**src/rtl/pd_tx_esc_pkg.sv**
```systemverilog
package pd_tx_esc_pkg;

    localparam int RETRY_W = 2;

    typedef enum logic [2:0] {
        ST_IDLE,
        ST_PKT_SEND,
        ST_SOFT_SEND,
        ST_TX_WAIT,
        ST_ACK_WAIT,
        ST_HARD_SEND,
        ST_HARD_WAIT
    } seq_state_e;

    typedef enum logic {
        KIND_PKT,
        KIND_SOFT
    } tx_kind_e;

    typedef struct packed {
        logic               auto_retry;
        logic [RETRY_W-1:0] retries;
        logic               auto_soft;
        logic               auto_hard;
    } esc_cfg_t;

    typedef struct packed {
        logic sent;
        logic retry_fail;
        logic soft_fail;
        logic hard_sent;
    } esc_irq_t;

    function automatic logic may_retry(esc_cfg_t c, logic [RETRY_W-1:0] used);
        return c.auto_retry && (used < c.retries);
    endfunction

    function automatic logic is_hard_state(seq_state_e s);
        return (s == ST_HARD_SEND) || (s == ST_HARD_WAIT);
    endfunction

endpackage

```
**src/rtl/pd_tx_ack_timer.sv**
```systemverilog
module pd_tx_ack_timer #(
    parameter int ACK_TICKS = 4
) (
    input  logic clk,
    input  logic rst,
    input  logic run,
    input  logic tick,
    output logic expired
);
    localparam int CW = $clog2(ACK_TICKS + 1);
    localparam logic [CW-1:0] LAST = CW'(ACK_TICKS - 1);

    logic [CW-1:0] cnt_q;

    assign expired = run && tick && (cnt_q == LAST);

    always_ff @(posedge clk) begin
        if (rst || !run) begin
            cnt_q <= '0;
        end else if (tick && !expired) begin
            cnt_q <= cnt_q + CW'(1);
        end
    end
endmodule

```
**src/rtl/pd_tx_attempt_ctr.sv**
```systemverilog
module pd_tx_attempt_ctr #(
    parameter int W = 2
) (
    input  logic         clk,
    input  logic         rst,
    input  logic         clr,
    input  logic         inc,
    output logic [W-1:0] count
);
    always_ff @(posedge clk) begin
        if (rst || clr) begin
            count <= '0;
        end else if (inc) begin
            count <= count + W'(1);
        end
    end
endmodule

```
**src/rtl/pd_tx_seq_fsm.sv**
```systemverilog
module pd_tx_seq_fsm
    import pd_tx_esc_pkg::*;
(
    input  logic               clk,
    input  logic               rst,
    input  logic               send_req,
    input  logic               tx_done,
    input  logic               gcrc_rx,
    input  logic               ack_expired,
    input  logic               hard_pend,
    input  esc_cfg_t           cfg,
    input  logic [RETRY_W-1:0] used,
    output seq_state_e         state,
    output logic               ctr_clr,
    output logic               ctr_inc,
    output esc_irq_t           irq
);
    seq_state_e state_n;
    tx_kind_e   kind_q, kind_n;
    esc_irq_t   irq_n;

    always_comb begin
        state_n = state;
        kind_n  = kind_q;
        ctr_clr = 1'b0;
        ctr_inc = 1'b0;
        irq_n   = '0;
        if (hard_pend && !is_hard_state(state)) begin
            state_n = ST_HARD_SEND;
        end else begin
            case (state)
                ST_IDLE: begin
                    if (send_req) begin
                        state_n = ST_PKT_SEND;
                        kind_n  = KIND_PKT;
                        ctr_clr = 1'b1;
                    end
                end
                ST_PKT_SEND, ST_SOFT_SEND: state_n = ST_TX_WAIT;
                ST_TX_WAIT: begin
                    if (tx_done) state_n = ST_ACK_WAIT;
                end
                ST_ACK_WAIT: begin
                    if (gcrc_rx) begin
                        state_n    = ST_IDLE;
                        irq_n.sent = (kind_q == KIND_PKT);
                    end else if (ack_expired) begin
                        if (may_retry(cfg, used)) begin
                            ctr_inc = 1'b1;
                            state_n = (kind_q == KIND_PKT) ? ST_PKT_SEND : ST_SOFT_SEND;
                        end else if (kind_q == KIND_PKT) begin
                            irq_n.retry_fail = 1'b1;
                            if (cfg.auto_soft) begin
                                state_n = ST_SOFT_SEND;
                                kind_n  = KIND_SOFT;
                                ctr_clr = 1'b1;
                            end else begin
                                state_n = ST_IDLE;
                            end
                        end else begin
                            irq_n.soft_fail = 1'b1;
                            state_n = cfg.auto_hard ? ST_HARD_SEND : ST_IDLE;
                        end
                    end
                end
                ST_HARD_SEND: state_n = ST_HARD_WAIT;
                ST_HARD_WAIT: begin
                    if (tx_done) begin
                        state_n         = ST_IDLE;
                        irq_n.hard_sent = 1'b1;
                    end
                end
                default: state_n = ST_IDLE;
            endcase
        end
    end

    always_ff @(posedge clk) begin
        if (rst) begin
            state  <= ST_IDLE;
            kind_q <= KIND_PKT;
            irq    <= '0;
        end else begin
            state  <= state_n;
            kind_q <= kind_n;
            irq    <= irq_n;
        end
    end
endmodule

```
**src/rtl/pd_tx_escalator.sv**
```systemverilog
module pd_tx_escalator
    import pd_tx_esc_pkg::*;
#(
    parameter int ACK_TICKS = 4
) (
    input  logic       clk,
    input  logic       rst,
    input  logic       pd_rst,
    input  logic       send_req,
    input  logic       tx_done,
    input  logic       gcrc_rx,
    input  logic       tick,
    input  logic       hard_req,
    input  logic       cfg_auto_retry,
    input  logic [1:0] cfg_retries,
    input  logic       cfg_auto_soft,
    input  logic       cfg_auto_hard,
    output logic       send_pkt,
    output logic       send_soft,
    output logic       send_hard,
    output logic       irq_sent,
    output logic       irq_retry_fail,
    output logic       irq_soft_fail,
    output logic       irq_hard_sent,
    output logic       busy,
    output logic       hard_pend
);
    logic               seq_rst;
    esc_cfg_t           cfg;
    seq_state_e         state;
    logic               ack_expired;
    logic               ctr_clr, ctr_inc;
    logic [RETRY_W-1:0] used;
    esc_irq_t           irq;

    assign seq_rst = rst || pd_rst;
    assign cfg     = '{auto_retry: cfg_auto_retry, retries: cfg_retries,
                       auto_soft: cfg_auto_soft, auto_hard: cfg_auto_hard};

    always_ff @(posedge clk) begin
        if (seq_rst) begin
            hard_pend <= 1'b0;
        end else begin
            hard_pend <= hard_req || (hard_pend && (state != ST_HARD_SEND));
        end
    end

    pd_tx_ack_timer #(.ACK_TICKS(ACK_TICKS)) u_timer (
        .clk     (clk),
        .rst     (seq_rst),
        .run     (state == ST_ACK_WAIT),
        .tick    (tick),
        .expired (ack_expired)
    );

    pd_tx_attempt_ctr #(.W(RETRY_W)) u_ctr (
        .clk   (clk),
        .rst   (seq_rst),
        .clr   (ctr_clr),
        .inc   (ctr_inc),
        .count (used)
    );

    pd_tx_seq_fsm u_fsm (
        .clk         (clk),
        .rst         (seq_rst),
        .send_req    (send_req),
        .tx_done     (tx_done),
        .gcrc_rx     (gcrc_rx),
        .ack_expired (ack_expired),
        .hard_pend   (hard_pend),
        .cfg         (cfg),
        .used        (used),
        .state       (state),
        .ctr_clr     (ctr_clr),
        .ctr_inc     (ctr_inc),
        .irq         (irq)
    );

    assign send_pkt       = (state == ST_PKT_SEND);
    assign send_soft      = (state == ST_SOFT_SEND);
    assign send_hard      = (state == ST_HARD_SEND);
    assign busy           = (state != ST_IDLE);
    assign irq_sent       = irq.sent;
    assign irq_retry_fail = irq.retry_fail;
    assign irq_soft_fail  = irq.soft_fail;
    assign irq_hard_sent  = irq.hard_sent;
endmodule

```
**config.mk**
```make
export PLATFORM = sky130hd
export DESIGN_NAME = pd_tx_escalator
export DESIGN_NICKNAME = d
export VERILOG_FILES = /design/src/rtl/pd_tx_esc_pkg.sv /design/src/rtl/pd_tx_ack_timer.sv /design/src/rtl/pd_tx_attempt_ctr.sv /design/src/rtl/pd_tx_seq_fsm.sv /design/src/rtl/pd_tx_escalator.sv
export SDC_FILE = /design/constraint.sdc
export NUM_CORES = 1
export LEC_CHECK = 0
export ABC_CLOCK_PERIOD_IN_PS = 4640
export CAP_MARGIN = 20
export CORE_MARGIN = 2
export CORE_UTILIZATION = 55
export DETAILED_ROUTE_END_ITERATION = 8
export DONT_BUFFER_PORTS = 1
export PLACE_DENSITY = 0.7
export REMOVE_ABC_BUFFERS = 1
export SLEW_MARGIN = 20
export SYNTH_ARGS = -nofsm -noshare
export SYNTH_HDL_FRONTEND = slang
export SYNTH_SLANG_ARGS = --single-unit
```
**constraint.sdc**
```tcl
create_clock -name clk -period 4.64 [get_ports clk]
set_input_delay 0.928 -clock clk [delete_from_list [all_inputs] [get_ports clk]]
set_output_delay 0.928 -clock clk [all_outputs]
set_load 0.02 [all_outputs]
```
==> reports/summary.json <==
{
  "timing_worst_slew_pin_value": {"value": 0.754, "unit": "ns"},
  "h-tree-depth": {"value": 1},
  "antenna-diode-count": {"value": 0},
  "synth_area_leader_cell": {"value": "sky130_fd_sc_hd__dfxtp_1"},
  "clock_tree.buffer_depth": {"value": 2},
  "initial_core_util": {"value": 57.6, "unit": "%"},
  "setup_crit_path_kind": {"value": "flip-flop to primary output"},
  "worstPathArrival": {"value": 1.77, "unit": "ns"},
  "fin_crit": {"value": 2.69, "unit": "ns"},
  "drt_first_iter_violations": {"value": 21},
  "power.leakage": {"value": 0.318, "unit": "nW"},
  "synthDominantCellAreaShare": {"value": 33.1, "unit": "%"},
  "total_power": {"value": 0.245, "unit": "mW"},
  "holdCritPathClass": {"value": "flip-flop to flip-flop"},
  "synth_compound_gate_area_share": {"value": 17.1, "unit": "%"},
  "vias_per_cell": {"value": 6.13},
  "io_buffer_count": {"value": 0},
  "worstSetupStartpointType": {"value": "flip-flop"},
  "grt.total_usage": {"value": 19.4, "unit": "%"},
  "critPathTopFamily": {"value": "simple AND/OR/NAND/NOR gates"},
  "routed-via-count": {"value": 723},
  "initial_antenna_violation_count": {"value": 0},
  "setup_viol_count_final": {"value": 0},
  "tritoncts_num_sinks": {"value": 14},
  "clkLatencyLatePin": {"value": 0.28, "unit": "ns"},
  "post_synth_main_area_contributors": {"value": "sky130_fd_sc_hd__dfxtp_1, sky130_fd_sc_hd__a21oi_1, sky130_fd_sc_hd__ha_1, sky130_fd_sc_hd__nor2_1, sky130_fd_sc_hd__nor3_1"},
  "area_delta_synth_final": {"value": 4.87, "unit": "%"},
  "yosys.area_share.xor_xnor": {"value": 6.20, "unit": "%"},
  "grt_start_max_net_pins": {"value": 16},
  "synthArstFlopShare": {"value": 0, "unit": "%"},
  "synth.top_cells.by_count": {"value": "sky130_fd_sc_hd__dfxtp_1, sky130_fd_sc_hd__a21oi_1, sky130_fd_sc_hd__nor2_1"},
  "drv_cap": {"value": 0},
  "overall_overflow_remaining_after_global_route": {"value": 0},
  "dieArea": {"value": 1870, "unit": "um^2"},
  "crit_slowest_cell": {"value": "sky130_fd_sc_hd__nor3b_1"},
  "post-cts-setup-buffers": {"value": 0},
  "combinational_family_with_the_most_area_after_synthesis": {"value": "simple AND/OR/NAND/NOR gates"},
  "synthMostInstantiatedCell": {"value": "sky130_fd_sc_hd__dfxtp_1"},
  "timing.fmax": {"value": 0.371, "unit": "GHz"},
  "clk_pin_slew": {"value": 0.09, "unit": "ns"},
  "die_height": {"value": 43.2, "unit": "um"},
  "outcome": {"value": "finished, final reports clean"},
  "synthesis.area": {"value": 847, "unit": "um^2"},
  "share_of_layout_cells_above_drive_strength_1": {"value": 6.86, "unit": "%"},
  "worst_ep_required_time": {"value": 3.71, "unit": "ns"},
  "synth-edff-count": {"value": 0},
  "dp_hpwl": {"value": 1260, "unit": "um"},
  "firstDrtPassIters": {"value": 4},
  "pwr_density_cell": {"value": 275, "unit": "nW/um^2"},
  "synth.avg_cell_area": {"value": 8.39, "unit": "um^2"},
  "io-pin-count": {"value": 22},
  "rsz0062_at_grt": {"value": "false"},
  "finalHoldViolCount": {"value": 0},
  "core_region_area": {"value": 1470, "unit": "um^2"},
  "synth_cells": {"value": 101},
  "synth.mux.area_fraction": {"value": 2.36, "unit": "%"},
  "share_of_synthesized_cell_area_in_and_or_nand_and_nor_gates": {"value": 32.1, "unit": "%"},
  "final_period_util": {"value": 58.1, "unit": "%"},
  "remaining_drc_errors": {"value": 0},
  "ctsHoldBuffers": {"value": 0},
  "wire_per_inst": {"value": 14.2, "unit": "um"},
  "synth-seq-cells": {"value": 14},
  "worst_setup_path_end_kind": {"value": "primary output"},
  "ctsRootBufferMaster": {"value": "sky130_fd_sc_hd__clkbuf_4"},
  "vias_in_the_first_global_route": {"value": 645},
  "critical_path.max_stage_delay": {"value": 0.66, "unit": "ns"},
  "drt-total-wl": {"value": 1670, "unit": "um"},
  "synth_adder_area_share": {"value": 5.61, "unit": "%"},
  "yosysWarningCount": {"value": 0},
  "floorplan.rows": {"value": 14},
  "total_negative_slack": {"value": 0, "unit": "ns"},
  "max_slew_margin": {"value": 49.6, "unit": "%"},
  "ctsResizeCount": {"value": 0},
  "tritoncts_clock_tree": {"value": "built"},
  "path_buf_inv": {"value": 1},
  "detail-route-antenna-nets": {"value": 0},
  "cp_cell_sequence": {"value": "inv_1 -> nor3b_1"},
  "seq_area_frac_synth": {"value": 33.1, "unit": "%"},
  "yosysUniqueCellTypes": {"value": 34},
  "maxSlewViolCount": {"value": 0},
  "yosys_most_used_dff": {"value": "sky130_fd_sc_hd__dfxtp_1"},
  "vdd.ir_drop.worst": {"value": 0.151, "unit": "mV"},
  "finalWeightedCongestion": {"value": 0.903},
  "grt_first_pass_wirelength": {"value": 2780, "unit": "um"},
  "fin_nets": {"value": 119},
  "crit_path_max_fanout": {"value": 15},
  "fin_skew": {"value": 0.00732, "unit": "ns"},
  "die_w": {"value": 43.2, "unit": "um"},
  "clock_buffer_count_from_cts": {"value": 3}
}
-- cell type report --
type,count,area (um^2)
fillers,139,583
clock buffers,4,36.3
inverters,4,15.0
multi-input cells,80,537
well taps,16,20.0
flip-flops and latches,14,280
-- where the power goes --
part | internal, mW | leakage [nW] | total [mW] | switching [mW]
Sequential | 0.122 | 0.113 | 0.128 | 0.00650
Combinational | 0.0118 | 0.183 | 0.0280 | 0.0162
Clock | 0.0477 | 0.0210 | 0.0884 | 0.0407
Total | 0.181 | 0.318 | 0.245 | 0.0634
-- sequential cells by signal, indices dropped and copies added (netlist names) --
register / cells
u_fsm.state: 3
hard_pend: 1
u_ctr.count: 2
u_fsm.irq: 4
u_timer.cnt_q: 3
u_fsm.kind_q: 1
-- final timing paths --
check,start,endpoint,slack (ns),depth (start not counted)
worst min register to register,u_timer.cnt_q[2]$_SDFFE_PP0P_,u_timer.cnt_q[2]$_SDFFE_PP0P_,0.51,2
worst min-delay path,u_timer.cnt_q[2]$_SDFFE_PP0P_,u_timer.cnt_q[2]$_SDFFE_PP0P_,0.51,2
worst max register to register,u_fsm.state[2]$_SDFFE_PP0P_,u_ctr.count[1]$_SDFFE_PP0P_,2.75,5
worst max-delay path,u_fsm.state[2]$_SDFFE_PP0P_,send_hard,1.95,2
-- layout by cell type (no fill, tap or decap), drive strengths merged --
master / instances
a2bb2oi: 1
or2b: 1
nand4b: 1
or2: 1
o21a: 3
nor4b: 1
o21ai: 2
maj3: 1
xor2: 3
nor4: 1
a211oi: 1
and4: 1
nor2: 10
nand4: 1
nor3b: 4
a31oi: 1
inv: 4
and2b: 1
mux2i: 2
ha: 3
nand3: 1
a21oi: 10
nor2b: 3
or3: 1
nand2b: 5
nor3: 7
xnor2: 3
clkbuf: 4
nand2: 8
o22ai: 2
o41ai: 1
dfxtp: 14
-- metal layers --
layer / global-route usage [%] / routed length, um / share of wire [%] / vias to the layer above
met1: 26.9 / 795 / 48 / 333
met5: 0 / 0 / 0 / -
met4: 6.06 / 6 / 0.36 / 0
li1: - / - / - / 359
met3: 3.83 / 122 / 7.3 / 2
met2: 30.1 / 747 / 45 / 29
-- worst reg2reg max path: cells and delay by family (launching register included) --
| family | cells | cell delay (ns) |
|---|---|---|
| AND/OR/NAND/NOR | 4 | 0.82 |
| flip-flops | 1 | 0.64 |
| AO/OA/AOI/OAI | 1 | 0.30 |
-- cell families after synthesis --
logic type,after synthesis
AND/OR/NAND/NOR,47
multiplexers,2
buffers and inverters,7
adder cells (fa/ha/maj),4
AO/OA/AOI/OAI,21
XOR/XNOR,6
flip-flops,14
-- per-stage QoR --
stage / cells / setup slack (ns) / util [%] / hold WS (ns) / cell area, um^2
4_1_cts: 118 / 1.96 / 60.4 / 0.516 / 888
2_1_floorplan: 98 / 2.44 / - / 0.465 / 832
5_1_grt: 118 / 1.78 / 60.4 / 0.555 / 888
6_report: 118 / 1.95 / 60.4 / 0.515 / 888
3_5_place_dp: 114 / 2.27 / 57.9 / 0.502 / 852
3_3_place_gp: 114 / 2.32 / 57.9 / 0.480 / 852
Note: power is estimated with default switching activity, not from simulation.
